===== src/rtl/tdm_merge_pkg.sv =====
package tdm_merge_pkg;

   // Frame length selection as seen on the short_mode pin
   typedef enum logic {
      FRAME_LONG  = 1'b0,
      FRAME_SHORT = 1'b1
   } frame_len_e;

endpackage


===== src/rtl/tdm_slot_timer.sv =====
module tdm_slot_timer
   import tdm_merge_pkg::*;
#(
   parameter int SLOT_W      = 32,
   parameter int SLOTS_LONG  = 16,
   parameter int SLOTS_SHORT = 8
) (
   input  logic                          bclk,
   input  logic                          rst_n,
   input  logic                          fs,
   input  frame_len_e                    frame_len,
   output logic [$clog2(SLOT_W)-1:0]     bit_idx,
   output logic [$clog2(SLOTS_LONG)-1:0] slot_idx,
   output logic                          active,
   output logic                          ready
);
   localparam int BIT_W  = $clog2(SLOT_W);
   localparam int SLOT_IW = $clog2(SLOTS_LONG);

   logic [SLOT_IW-1:0] last_slot;

   assign last_slot = (frame_len == FRAME_SHORT) ? SLOT_IW'(SLOTS_SHORT - 1)
                                                 : SLOT_IW'(SLOTS_LONG - 1);

   always_ff @(posedge bclk or negedge rst_n) begin
      if (!rst_n) begin
         bit_idx  <= '0;
         slot_idx <= '0;
         active   <= 1'b0;
         ready    <= 1'b0;
      end else if (fs) begin
         bit_idx  <= '0;
         slot_idx <= '0;
         active   <= 1'b1;
         ready    <= active;
      end else if (active) begin
         if (bit_idx == BIT_W'(SLOT_W - 1)) begin
            bit_idx  <= '0;
            slot_idx <= (slot_idx >= last_slot) ? '0 : slot_idx + 1'b1;
         end else begin
            bit_idx <= bit_idx + 1'b1;
         end
      end
   end

endmodule


===== src/rtl/tdm_delay_line.sv =====
module tdm_delay_line #(
   parameter int DEPTH = 128
) (
   input  logic bclk,
   input  logic rst_n,
   input  logic din,
   output logic dout
);
   generate
      if (DEPTH == 1) begin : g_single
         logic stage_q;
         always_ff @(posedge bclk or negedge rst_n) begin
            if (!rst_n) stage_q <= 1'b0;
            else        stage_q <= din;
         end
         assign dout = stage_q;
      end else begin : g_chain
         logic [DEPTH-1:0] shift_q;
         always_ff @(posedge bclk or negedge rst_n) begin
            if (!rst_n) shift_q <= '0;
            else        shift_q <= {shift_q[DEPTH-2:0], din};
         end
         assign dout = shift_q[DEPTH-1];
      end
   endgenerate

endmodule


===== src/rtl/tdm_local_capture.sv =====
module tdm_local_capture #(
   parameter int SLOT_W   = 32,
   parameter int SAMPLE_W = 24,
   parameter int LOCAL_CH = 4
) (
   input  logic                               bclk,
   input  logic                               rst_n,
   input  logic                               fs,
   input  logic [LOCAL_CH-1:0][SAMPLE_W-1:0]  adc_in,
   input  logic [$clog2(LOCAL_CH)-1:0]        sel,
   input  logic [$clog2(SLOT_W)-1:0]          bit_idx,
   output logic                               bit_out,
   output logic [LOCAL_CH-1:0][SAMPLE_W-1:0]  cap_q
);
   localparam int BIT_W = $clog2(SLOT_W);
   localparam int PAD_W = SLOT_W - SAMPLE_W;

   logic [SLOT_W-1:0] word;
   logic [BIT_W-1:0]  rev_idx;

   for (genvar ch = 0; ch < LOCAL_CH; ch++) begin : g_cap
      always_ff @(posedge bclk or negedge rst_n) begin
         if (!rst_n)  cap_q[ch] <= '0;
         else if (fs) cap_q[ch] <= adc_in[ch];
      end
   end

   generate
      if (PAD_W == 0) begin : g_full
         assign word = cap_q[sel];
      end else begin : g_padded
         assign word = {cap_q[sel], {PAD_W{1'b0}}};
      end
   endgenerate

   assign rev_idx = BIT_W'(SLOT_W - 1) - bit_idx;
   assign bit_out = word[rev_idx];

endmodule


===== src/rtl/tdm_chain_merger.sv =====
module tdm_chain_merger
   import tdm_merge_pkg::*;
#(
   parameter int SLOT_W      = 32,
   parameter int SAMPLE_W    = 24,
   parameter int LOCAL_CH    = 4,
   parameter int SLOTS_LONG  = 16,
   parameter int SLOTS_SHORT = 8
) (
   input  logic                              bclk,
   input  logic                              rst_n,
   input  logic                              fs,
   input  logic                              short_mode,
   input  logic                              sdi,
   input  logic [LOCAL_CH-1:0][SAMPLE_W-1:0] adc_in,
   output logic                              sdo
);
   localparam int BIT_W   = $clog2(SLOT_W);
   localparam int SLOT_IW = $clog2(SLOTS_LONG);
   localparam int CH_W    = $clog2(LOCAL_CH);
   localparam int DELAY   = LOCAL_CH * SLOT_W;

   // Elaboration-time parameter checks
   if (SAMPLE_W > SLOT_W) begin : g_bad_sample
      $error("tdm_chain_merger: sample wider than slot");
   end
   if ((1 << BIT_W) != SLOT_W) begin : g_bad_slot
      $error("tdm_chain_merger: slot width must be a power of two");
   end
   if (LOCAL_CH < 2 || (1 << CH_W) != LOCAL_CH) begin : g_bad_ch
      $error("tdm_chain_merger: local channel count must be a power of two, at least 2");
   end
   if (SLOTS_SHORT <= LOCAL_CH || SLOTS_LONG < SLOTS_SHORT) begin : g_bad_frame
      $error("tdm_chain_merger: frame lengths must exceed the local channel count");
   end
   if ((1 << SLOT_IW) != SLOTS_LONG) begin : g_bad_long
      $error("tdm_chain_merger: long frame slot count must be a power of two");
   end

   logic [BIT_W-1:0]                  bit_idx;
   logic [SLOT_IW-1:0]                slot_idx;
   logic                              active;
   logic                              ready;
   logic                              local_bit;
   logic                              fwd_bit;
   logic                              nxt_bit;
   logic [LOCAL_CH-1:0][SAMPLE_W-1:0] cap_q;

   tdm_slot_timer #(
      .SLOT_W      (SLOT_W),
      .SLOTS_LONG  (SLOTS_LONG),
      .SLOTS_SHORT (SLOTS_SHORT)
   ) u_timer (
      .bclk      (bclk),
      .rst_n     (rst_n),
      .fs        (fs),
      .frame_len (frame_len_e'(short_mode)),
      .bit_idx   (bit_idx),
      .slot_idx  (slot_idx),
      .active    (active),
      .ready     (ready)
   );

   tdm_delay_line #(
      .DEPTH (DELAY)
   ) u_delay (
      .bclk  (bclk),
      .rst_n (rst_n),
      .din   (sdi),
      .dout  (fwd_bit)
   );

   tdm_local_capture #(
      .SLOT_W   (SLOT_W),
      .SAMPLE_W (SAMPLE_W),
      .LOCAL_CH (LOCAL_CH)
   ) u_local (
      .bclk    (bclk),
      .rst_n   (rst_n),
      .fs      (fs),
      .adc_in  (adc_in),
      .sel     (slot_idx[CH_W-1:0]),
      .bit_idx (bit_idx),
      .bit_out (local_bit),
      .cap_q   (cap_q)
   );

   always_comb begin
      if (!active)                              nxt_bit = 1'b0;
      else if (slot_idx < SLOT_IW'(LOCAL_CH))   nxt_bit = local_bit;
      else                                      nxt_bit = ready & fwd_bit;
   end

   // Launch on the falling edge so the receiver's rising edge sees a settled bit
   always_ff @(negedge bclk or negedge rst_n) begin
      if (!rst_n) sdo <= 1'b0;
      else        sdo <= nxt_bit;
   end

endmodule


===== config.mk =====
export PLATFORM = sky130hd
export DESIGN_NAME = tdm_chain_merger
export DESIGN_NICKNAME = d
export VERILOG_FILES = /design/src/rtl/tdm_merge_pkg.sv /design/src/rtl/tdm_slot_timer.sv /design/src/rtl/tdm_delay_line.sv /design/src/rtl/tdm_local_capture.sv /design/src/rtl/tdm_chain_merger.sv
export SDC_FILE = /design/constraint.sdc
export NUM_CORES = 1
export LEC_CHECK = 0
export BUFFER_PORTS_ARGS = -buffer_cell sky130_fd_sc_hd__buf_2
export CAP_MARGIN = 0
export CELL_PAD_IN_SITES_DETAIL_PLACEMENT = 1
export CELL_PAD_IN_SITES_GLOBAL_PLACEMENT = 2
export CORE_UTILIZATION = 38
export CTS_CLUSTER_SIZE = 28
export DETAILED_ROUTE_END_ITERATION = 16
export PLACE_DENSITY = 0.71
export SLEW_MARGIN = 20
export SYNTH_ARGS = -nofsm -noshare
export SYNTH_HDL_FRONTEND = slang
export SYNTH_SLANG_ARGS = --single-unit

===== constraint.sdc =====
create_clock -name bclk -period 1.7 [get_ports bclk]
set_input_delay 0.085 -clock bclk [delete_from_list [all_inputs] [get_ports bclk]]
set_output_delay 0.085 -clock bclk [all_outputs]
set_load 0.02 [all_outputs]

Word level (Yosys, flattened, before mapping)
Cells that the tools add are included.

Add/subtract/negate cells: 3. Order comparisons: 4. Eq/ne operators: 1. Muxes and demuxes: 14. Bitwise gates (word level): 1. Reductions and logical operators: 3.

Operators by type and width (number): binary-select mux 24 bit (select 2 bit) (1); two-way mux 24 bit (1); two-way mux 4 bit (5); two-way mux 5 bit (3); less-than comparator 5 x 6 -> 1 bit (second input constant) (1); adder 5 x 1 -> 5 bit (second input constant) (1); binary-select mux 1 bit (select 5 bit) (1); == test 5 bit (second input constant) (1); subtractor 5 bit (first input constant) (1); adder 4 x 1 -> 4 bit (second input constant) (1); greater-or-equal comparator 4 bit (1); less-than comparator 4 x 3 -> 1 bit (second input constant) (1); nonzero test 2 bit (2); less-than comparator 2 x 3 -> 1 bit (second input constant) (1); two-way mux 1 bit (3); AND reduction 2 bit (1); bitwise AND 1 bit (1).

Bits in registers: 236. Bits of input ports: 101. Output and inout bits: 1. Word-level logic and storage cells: 36.

Longest topological paths before layout
Depth in word-level cells: 6. Mapped depth: 7. Depth with buffers taken out: 6.

By module
From an unflattened synthesis, not the netlist that was laid out.

Cells, all modules: 455. Area total of the unflattened synthesis: 8176.6 sq um.

Modules (own cells, without submodules): tdm_local_capture (times used 1, cells each 268, area each 4355.4 sq um); tdm_delay_line (times used 1, cells each 128, area each 3203.1 sq um); tdm_slot_timer (times used 1, cells each 55, area each 569.3 sq um); tdm_chain_merger (times used 1, cells each 4, area each 48.8 sq um).

==> flow_metrics.tcl <==
set metrics [dict create \
    ys_seq_area_frac 0.714 \
    crit_family "multiplexers" \
    io_pins 102 \
    cp-start-kind "flop" \
    layout_common_cells "dfrtp_1 (231), mux2_2 (105), dlygate4sd3_1 (101), buf_2 (98), buf_4 (54)" \
    drtIter0Drc 152 \
    crit_fanout 5 \
    endpoint_kind "flop" \
    io_buffers 101 \
    die_x_microns 150 \
    dp_hpwl_microns 12200 \
    die_y_microns 150 \
    clkTransAtPathRegs_ps 60 \
    violations "negative setup slack" \
    rsz0062_at_grt "yes" \
    mostFrequentLayoutCell "dfrtp_1" \
    p_leak_uw 0.00533 \
    arrival_ps 2280 \
    rows 53 \
    min-delay-start "short_mode" \
    vias 4951 \
    grt_pass1_wl_microns 31500 \
    cts_buffers 24 \
    power.density_nw_per_um2 1110 \
    syn_nets 583 \
    cts_tree "yes" \
    use_met2 0.327 \
    avgRoutedWirePerCell_microns 18.8 \
    setup_slack_ps -1080 \
    die_area_sq_um 22400 \
    gp_congestion 0.808 \
    synth-main-ff-cell "dfrtp_1" \
    yosysWarnings 0 \
    status "finished, violations left" \
    cts_max_level 1 \
    tightest_slew_ps 636 \
    synth_edf_count 0 \
    grt_overflow 0 \
    syn2layout_area_growth_pct 40.8 \
    first_pass_iters 5 \
    finalSetupTns_ps -1430 \
    grt_pass1_vias 5760 \
    fin_util 0.550 \
    antennaDiodeCount 0 \
    finalMaxSlewViolations 0 \
    grt_util_all_layers 0.186 \
    yosysUniqueCellTypes 41 \
    crit_type "reg -> reg" \
    grt-busiest-layer "met2" \
    setup_viol 5 \
    root_buffer "clkbuf_16" \
    path_cells "buf_12, mux4_2, a22oi_2, a21oi_2, nor3_1, nand3_1" \
    start_util 0.391 \
    clkSinkCount 236 \
    crit_buf_inv 1 \
    max-slew-margin-rel 0.574 \
    hold_class "in -> reg" \
    fill_cells 1975 \
    drive_gt1_frac 0.458 \
    reg2reg_from "u_timer.slot_idx[0]$_DFFE_PN0P_" \
    via_per_inst 4.75 \
    syn_area_sq_um 8270 \
    ir_drop_v 0.000750 \
    finalClockSkew_ps 10.4 \
    synthesis.instances 478 \
    syn_avg_cell_area_sq_um 17.3 \
    use_met1 0.243 \
    insertion_delay_ps 530 \
    ys_ff_latch 236 \
    use_met3 0.0280 \
    core_area_sq_um 21200 \
    postRouteAntennaNets 0 \
    route.detailed.drc 0 \
    startpoint "u_timer.slot_idx[0]$_DFFE_PN0P_" \
    slowest_stage "mux4_2" \
    drt_wl_total_microns 19700 \
    cp_slowest_stage_delay_ps 520 \
    grt_max_degree 96 \
    cap_violations 0 \
    hold_viol_final 0 \
    antenna_found_initial 0 \
    clock_path_buffers 3 \
    ys_async_sr_fraction 1.00 \
    critical_path_required_ps 1200 \
    fin_nets 856 \
]
per-stage QoR:
stage	hold slack, ps	power (uW)	setup slack [ps]	area, sq um	std cells
3_5_place_dp	-37.1	7140	-1080	9540	890
2_1_floorplan	-211	6570	-888	8250	478
5_1_grt	118	13400	-1140	11600	1043
4_1_cts	77.1	13100	-1060	11600	1043
6_report	73.8	12900	-1080	11600	1043
3_3_place_gp	-38.9	7090	-1060	9540	890
worst min-delay path: stages:
cell	delay, ps
buf_2	100
ha_1	160
nor2_1	60
nand3b_1	100
o21ai_2	50
flip-flops by register name, indices dropped and copies added, names as in the netlist:
signal,cells
sdo,1
u_timer.slot_idx,4
u_timer.active,1
u_timer.bit_idx,5
u_delay.g_chain.shift_q,128
u_local.cap_q,96
u_timer.ready,1
where the power goes:
group	switching [uW]	internal, uW
clock network	2210	3420
logic	444	708
registers	189	5920
total	2840	10000
path summary, 6_finish.rpt:
check                      slack (ps)  cells after the start                                      to
max in group asynchronous         510                      3           u_local.cap_q[62]$_DFFE_PN0P_
min                                70                      5         u_timer.slot_idx[2]$_DFFE_PN0P_
max reg2reg                     -1080                      6                           sdo$_DFF_NN0_
min in group asynchronous         190                      3  u_delay.g_chain.shift_q[125]$_DFF_PN0_
max                             -1080                      6                           sdo$_DFF_NN0_
min reg2reg                       350                      0   u_delay.g_chain.shift_q[19]$_DFF_PN0_
synthesized netlist by cell type (all sizes together), types with 2 or more instances:
master,n,area (sq um)
ha,4,50.1
mux2i,7,70.1
clkbuf,9,33.8
nor2b,6,37.5
nand2b,5,31.3
o22ai,4,25.0
and3,3,18.8
inv,3,11.3
xnor2,2,17.5
o21ai,6,30.0
nand3,5,25.0
mux4,17,420
a311o,2,20.0
a21oi,3,15.0
o31ai,2,15.0
nor2,7,26.3
a22oi,7,57.6
nor3,5,25.0
and3b,2,17.5
buf,15,82.6
mux2,105,1180
nand2,6,22.5
a2111oi,3,26.3
dfrtp,235,5880
and2,3,18.8
nand4,2,12.5
layout make-up:
| cell class | instances | area (sq um) | area share |
|---|---|---|---|
| multi-input combinational | 215 | 2300 | 0.197 |
| clock inverter | 9 | 151 | 0.0130 |
| timing repair buffer | 271 | 2210 | 0.190 |
| tap | 275 | 344 | 0.0296 |
| inverter | 3 | 11.3 | 0.000967 |
| clock buffer | 34 | 718 | 0.0617 |
| sequential | 236 | 5910 | 0.508 |
metal layers:
| metal | share of wire | up-vias | wire length [microns] |
|---|---|---|---|
| met2 | 0.52 | 88 | 10200 |
| met4 | 0.018 | 0 | 355 |
| li1 | - | 2245 | - |
| met1 | 0.43 | 2588 | 8480 |
| met3 | 0.031 | 30 | 609 |
| met5 | 0 | - | 0 |
cell families (layout without fill, tap and decap cells):
family | Yosys count | count (layout) | synth area share
XOR/XNOR | 3 | 3 | 0.00318
multiplexers | 129 | 129 | 0.202
buffers and inverters | 27 | 317 | 0.0154
adder cells (fa/ha/maj) | 4 | 4 | 0.00605
AO/OA/AOI/OAI | 32 | 32 | 0.0278
flip-flops | 236 | 236 | 0.714
AND/OR/NAND/NOR | 47 | 47 | 0.0309
what timing repair did:
| item | 4_1_cts | 5_1_grt |
|---|---|---|
| buffers inserted | 8 | 1 |
| gates resized for setup | 28 | 11 |
| hold endpoints to repair | 334 | 0 |
| pin swaps | 5 | 4 |
| hold buffers | 101 | 0 |
| endpoints found under the setup margin | 10 | 9 |
| gates cloned | 1 | 0 |
Power figures use the tool's default switching activity.
